### config.mk
export PLATFORM = sky130hd
export DESIGN_NAME = unaligned_mem_ctrl
export DESIGN_NICKNAME = d
export VERILOG_FILES = /design/src/rtl/unaligned_mem_ctrl.sv
export SDC_FILE = /design/constraint.sdc
export NUM_CORES = 1
export LEC_CHECK = 0
export BUFFER_PORTS_ARGS = -buffer_cell sky130_fd_sc_hd__buf_2
export CAP_MARGIN = 40
export CORE_MARGIN = 8
export CORE_UTILIZATION = 47
export CTS_CLUSTER_SIZE = 14
export DETAILED_ROUTE_END_ITERATION = 10
export HOLD_SLACK_MARGIN = 0.08
export PLACE_DENSITY_LB_ADDON = 0.25
export SLEW_MARGIN = 20
export SYNTH_ARGS = -nofsm -noshare
export SYNTH_HDL_FRONTEND = slang
export SYNTH_SLANG_ARGS = --single-unit
### constraint.sdc
create_clock -name clk -period 4.44 [get_ports clk]
set_clock_uncertainty 0.2 [all_clocks]
set_input_delay 1.332 -clock clk [delete_from_list [all_inputs] [get_ports clk]]
set_output_delay 1.332 -clock clk [all_outputs]
set_load 0.01 [all_outputs]
### src/rtl/unaligned_mem_ctrl.sv
module unaligned_mem_ctrl #(
  parameter int ADDR_W = 29
) (
  input  logic              clk,
  input  logic              rst_n,
  input  logic              req_valid,
  input  logic              req_write,
  input  logic [1:0]        req_size,
  input  logic [ADDR_W-1:0] req_addr,
  input  logic [31:0]       req_wdata,
  output logic              ready,
  output logic              mem_en,
  output logic              mem_cs,
  output logic [ADDR_W-3:0] mem_word,
  output logic [3:0]        mem_we,
  output logic [31:0]       mem_wdata,
  input  logic [31:0]       mem_rdata,
  output logic [1:0]        rot_amt,
  output logic              second_acc,
  output logic              split,
  output logic              rsp_valid,
  output logic [31:0]       rsp_data,
  output logic              err
);
  localparam int WORD_W = ADDR_W - 2;

  typedef enum logic [1:0] {IDLE, ACC1, ACC2, RESP} state_t;

  state_t            state;
  logic              wr_q, err_q;
  logic [1:0]        sz_q, off_q;
  logic [WORD_W-1:0] base_q;
  logic [31:0]       wdat_q, acc_q;

  function automatic logic [31:0] rotr(input logic [31:0] x, input logic [1:0] k);
    logic [63:0] d;
    d = {x, x} >> {k, 3'b000};
    return d[31:0];
  endfunction

  function automatic logic [31:0] lanes(input logic [3:0] m);
    return {{8{m[3]}}, {8{m[2]}}, {8{m[1]}}, {8{m[0]}}};
  endfunction

  logic [3:0]  sz_mask;
  logic [7:0]  span;
  logic        need2, accept;
  logic [31:0] rd_rot, lo_keep;

  assign sz_mask = (sz_q == 2'b00) ? 4'h1 : (sz_q == 2'b01) ? 4'h3 : 4'hF;
  assign span    = {4'b0000, sz_mask} << off_q;
  assign need2   = |span[7:4];
  assign accept  = req_valid && ready;

  assign ready      = (state == IDLE);
  assign mem_en     = (state == ACC1) || (state == ACC2);
  assign second_acc = (state == ACC2);
  assign split      = mem_en && need2;
  assign mem_word   = !mem_en ? '0 : second_acc ? base_q + 1'b1 : base_q;
  assign mem_cs     = mem_en && mem_word[WORD_W-1];
  assign rot_amt    = !mem_en ? 2'b00 : wr_q ? 2'b00 - off_q : off_q;
  assign mem_we     = !(mem_en && wr_q) ? 4'h0 : second_acc ? span[7:4] : span[3:0];
  assign mem_wdata  = (mem_en && wr_q) ? rotr(wdat_q, rot_amt) : 32'h0;

  assign rd_rot  = rotr(mem_rdata, off_q);
  assign lo_keep = lanes(4'hF >> off_q);

  assign rsp_valid = (state == RESP);
  assign err       = rsp_valid && err_q;
  assign rsp_data  = (rsp_valid && !wr_q && !err_q) ? (acc_q & lanes(sz_mask)) : 32'h0;

  always_ff @(posedge clk or negedge rst_n) begin
    if (!rst_n) begin
      state  <= IDLE;
      wr_q   <= 1'b0;
      err_q  <= 1'b0;
      sz_q   <= 2'b00;
      off_q  <= 2'b00;
      base_q <= '0;
      wdat_q <= 32'h0;
      acc_q  <= 32'h0;
    end else begin
      case (state)
        IDLE: if (accept) begin
          wr_q   <= req_write;
          err_q  <= (req_size == 2'b11);
          sz_q   <= req_size;
          off_q  <= req_addr[1:0];
          base_q <= req_addr[ADDR_W-1:2];
          wdat_q <= req_wdata;
          state  <= (req_size == 2'b11) ? RESP : ACC1;
        end
        ACC1: begin
          acc_q <= rd_rot;
          state <= need2 ? ACC2 : RESP;
        end
        ACC2: begin
          acc_q <= (acc_q & lo_keep) | (rd_rot & ~lo_keep);
          state <= RESP;
        end
        default: state <= IDLE;
      endcase
    end
  end
endmodule

==> results of run 1 <==
[worst max-delay path by stage]
stage / start / end / cells after the start
after floorplan: off_q[0] / mem_wdata[10] / 11
after global placement: state[0] / mem_word[26] / 7
after detailed placement: state[0] / mem_word[16] / 7
after CTS: state[0] / mem_word[26] / 7
after global routing: state[0] / mem_word[26] / 7
final: state[0] / mem_word[26] / 7
[cells in the mapped netlist (8+ instances only)]
master,count
o21ai_0,9
nand2_1,34
a21oi_1,14
mux4_2,48
nor2_1,19
clkbuf_1,24
xor2_1,8
mux2_2,81
dfrtp_1,99
a22o_1,8
nand3_1,8
mux2i_1,20
a41o_1,8
buf_2,9
and2_1,17
and3_1,18
inv_1,12
o22ai_1,8
nor2b_1,42
[power breakdown]
group	internal [uW]	total, uW	switching, uW
clock	451	803	352
combinational	2190	4190	2000
sequential	1380	1860	480
[cell type report]
cell class,count,area (um2),area share (%)
diodes,3,7.51,0.0937
clock buffers,10,239,2.98
clock inverters,5,61.3,0.766
inverters,15,56.3,0.703
multi-input cells,402,3790,47.4
flip-flops and latches,99,2480,30.9
well taps,180,225,2.81
repair buffers,215,1150,14.3
[through the flow]
stage | std cells | hold slack (ns) | utilization (%)
floorplan | 557 | 0.265 | -
global placement | 910 | 0.281 | 56.3
detailed placement | 911 | 0.285 | 56.4
CTS | 926 | 0.301 | 58.6
global route | 928 | 0.322 | 58.6
finish | 929 | 0.301 | 58.6
[logic make-up (layout without fill, tap and decap cells)]
logic type | after synthesis | after routing | synth area share (%)
AOI/OAI and AO/OA | 63 | 63 | 6.63
xor gates and xnor gates | 12 | 12 | 1.62
adders and majority gates | 7 | 7 | 1.35
buffers and inverters | 56 | 245 | 3.55
DFF | 99 | 99 | 38.2
muxes | 149 | 149 | 33.8
other | 0 | 3 | 0
and+or+nand+nor | 171 | 171 | 14.9
[per-layer routing]
metal / up-vias / track usage [%] / wire length, um
met5: - / 0 / 0
met4: 0 / 8.23 / 376
met3: 26 / 6.17 / 1400
met2: 208 / 33.9 / 9070
met1: 2664 / 25.0 / 7540
li1: 2451 / - / -
==> reports/qor.yml, run 1 <==
layout.cells.most_common: "buf_2"
syn_inst: 557
final_cell_mix: "buf_2, dfrtp_1, mux2_2"
path_buf_inv: 2
die_w_um: 134
critPathArrivalTime_ns: 2.65
die_h_um: 134
outcome: "complete, no violations"
cp_cell_sequence: "inv_1 > ha_1 > and4_1 > nand4_1 > nor4_1 > mux2i_1 > buf_2"
ys_seq_area_share_pct: 38.2
grt_pass1_vias: 5708
reg2reg_depth: 5
dp_slack_ns: 0.662
overflow: 0
grt_antenna_before_repair: 3
design.portCount: 203
synth_seq_cells: 99
synth_nets: 663
io_buffer_count: 202
cts.htree.levels: 3
fillers: 1135
drv_cap: 0
rsz0062_at_grt: "no"
syn_to_final_growth_pct: 23.4
cts_setup_buffers: 0
hold_viol: 0
routed_wl_um: 18400
cp_slowest_stage_delay_ns: 0.45
vias: 5349
p_leak_uw: 0.00380
design.die.area_um2: 17800
setup_slack_ns: 0.254
max_freq_mhz: 239
ir_drop_mv: 0.492
finalSetupViolations: 0
min_period_ns: 4.19
clock_latency_ns: 0.35
grt_usage_pct: 20.7
critPathCaptureType: "output port"
tightestPinTransition_ns: 0.773
detail_route.wl_per_cell_um: 19.8
reg2reg_from: "state[0]"
finalPower_uw: 6850
nNetsFinal: 848
coreArea_um2: 13700
clockBufferDepth: 2
worst_setup_path_start_kind: "register"
post_dp_cell_area_um2: 7700
crit_required_ns: 2.91
r2r_slack_ns: 2.07
drc: 0
cts_hold_buf: 0
root_buffer: "clkbuf_16"
powerDensity_nw_per_um2: 855
grt_max_degree: 51
grt_pass1_wl_um: 29800
synth-edff-count: 0
yosysWarnings: 0
cp_max_fo: 13
fin_tns_setup_ns: 0
ant_nets: 0
cts-resized-gates: 0
via_per_inst: 5.76
dp_hpwl_um: 13900
min_path_type: "reg -> reg"
drv_slew: 0
critPathTopFamily: "simple AND/OR/NAND/NOR gates"
row_count: 43
first_iter_violations: 318
min_path_cells: 1
yosys-top-cells-area: "dfrtp_1, mux4_2, mux2_2"
cts_tree: "done"
critPathKind: "reg -> out"
initial_utilization_pct: 47.5
timing.final.crit_share_pct: 94.3
synth_top_cell_by_area: "dfrtp_1"
ys_async_sr_fraction_pct: 100
clkTransAtPathRegs_ns: 0.07
yosysTopAreaCellShare_pct: 38.2
ys_types: 51
cts_sinks: 99
slowest_stage: "nor4_1"
stdcell_area_um2: 8010
numCtsBuffers: 9
ys.flop_type: "dfrtp_1"
gp_congestion: 0.865
netlist_area_um2: 6490
relSlewSlack_pct: 48.3
reg2reg_to: "wdat_q[2]"
first_pass_iters: 4
drive_gt1_share_pct: 49.7
syn_area_per_cell_um2: 11.7
(Power assumes the default switching activity.)
==> run 2: changes to the inputs <==
--- a/config.mk
+++ b/config.mk
@@ -11,6 +11,7 @@
 export CORE_UTILIZATION = 47
 export CTS_CLUSTER_SIZE = 14
 export DETAILED_ROUTE_END_ITERATION = 10
+export GPL_TIMING_DRIVEN = 0
 export HOLD_SLACK_MARGIN = 0.08
 export PLACE_DENSITY_LB_ADDON = 0.25
 export SLEW_MARGIN = 20
==> reports/qor.yml, run 2 (synthesis results as in run 1) <==
outcome: "complete, no violations"
instances_no_fill: 957
drive_gt1_share_pct: 49.1
grt_usage_pct: 21.9
critPathKind: "reg -> out"
drv_cap: 0
cts_sinks: 99
p_leak_uw: 0.00385
detail_route.wl_per_cell_um: 20.6
grt_pass1_wl_um: 31000
min_period_ns: 4.29
slowest_stage: "or4_1"
routed_wl_um: 19700
worst_setup_path_start_kind: "register"
row_count: 43
clkTransAtPathRegs_ns: 0.07
drc: 0
dp_cells: 940
fin_util_pct: 59.7
cp_max_fo: 10
ant_nets: 0
crit_required_ns: 2.91
wl_met2_um: 9670
min_path_type: "reg -> reg"
nNetsFinal: 878
root_buffer: "clkbuf_16"
coreArea_um2: 13700
cts.htree.levels: 3
overflow: 0
met1_length_um: 7870
design.portCount: 203
design.die.area_um2: 17800
syn_to_final_growth_pct: 25.6
timing.final.crit_share_pct: 96.7
die_w_um: 134
cp_cell_sequence: "inv_1 > ha_2 > and4_1 > clkbuf_2 > nand4_1 > clkbuf_1 > or4_1 > a21oi_1 > buf_2"
critPathCaptureType: "output port"
powerDensity_nw_per_um2: 865
first_pass_iters: 5
layout.cells.most_common: "buf_2"
grt_max_degree: 69
grt_antenna_before_repair: 2
topRoutingLayerUsed: "met5"
ir_drop_mv: 0.468
wl_met3_um: 1680
initial_utilization_pct: 47.5
clockBufferDepth: 2
tightestPinTransition_ns: 0.869
via_per_inst: 5.83
dp_hpwl_um: 15200
rsz0062_at_grt: "no"
final_cell_mix: "buf_2, dfrtp_1, mux2_2"
cts_tree: "done"
grt_pass1_vias: 5799
hold_viol: 0
relSlewSlack_pct: 41.9
critPathArrivalTime_ns: 2.76
clock_latency_ns: 0.35
gp_congestion: 0.869
cp_slowest_stage_delay_ns: 0.52
die_h_um: 134
vias: 5578
finalSetupViolations: 0
numCtsBuffers: 9
first_iter_violations: 412
drv_slew: 0
io_buffer_count: 202
max_freq_mhz: 233
==> run 2: repair_timing <==
item,in CTS,in global routing
pin swaps,0,1
setup buffers,2,1
hold buffers,0,0
resized for setup,19,8
setup endpoints to repair,35,25
endpoints found under the hold margin,0,0
==> run 2: worst max-delay path: cells and delay by family, from the launching register on <==
family / cells / cell delay, ns
adders and majority gates: 1 / 0.28
AOI/OAI and AO/OA: 1 / 0.17
and+or+nand+nor: 3 / 0.86
DFF: 1 / 0.41
buffers and inverters: 4 / 0.69
==> run 2: path summary, 6_finish.rpt <==
kind	cells past startpoint	endpoint	from	slack [ns]
max	9	mem_word[25]	state[0]	0.15
min reg2reg	1	register	register	0.30
min	1	register	register	0.30
max in group asynchronous	2	wdat_q[4]	rst_n	2.73
min in group asynchronous	1	base_q[22]	rst_n	0.66
max reg2reg	6	wdat_q[21]	state[0]	1.82
==> run 2: through the flow <==
stage / power [uW] / area (um2) / TNS, ns / worst slack [ns] / hold slack (ns)
final: 7050 / 8150 / 0 / 0.148 / 0.302
after global routing: 7530 / 8150 / 0 / 0.00865 / 0.322
after CTS: 7040 / 8110 / 0 / 0.0288 / 0.305
after detailed placement: 6160 / 7760 / -16.15 / -0.656 / 0.289
after global placement: 6020 / 7730 / -15.04 / -0.608 / 0.280
after floorplan: 4820 / 6490 / 0 / 0.118 / 0.265
==> run 2: layer usage <==
| layer | global-route usage [%] | vias to the layer above |
|---|---|---|
| met5 | 0 | - |
| met4 | 9.11 | 2 |
| met3 | 5.95 | 42 |
| met2 | 36.6 | 275 |
| met1 | 26.1 | 2750 |
| li1 | - | 2509 |
==> run 2: layout make-up <==
cell class | count | area [um2]
Fill cell | 1182 | 5510
Sequential cell | 99 | 2480
Clock buffer | 12 | 267
Timing Repair Buffer | 207 | 1070
Antenna cell | 1 | 2.50
Clock inverter | 3 | 22.5
Multi-Input combinational cell | 402 | 3810
Buffer | 38 | 208
Tap cell | 180 | 225
Inverter | 15 | 63.8
==> run 2: where the power goes <==
group / total, uW / switching (uW) / internal [uW]
clock network: 770 / 347 / 423
registers: 1830 / 451 / 1380
logic: 4450 / 2170 / 2280
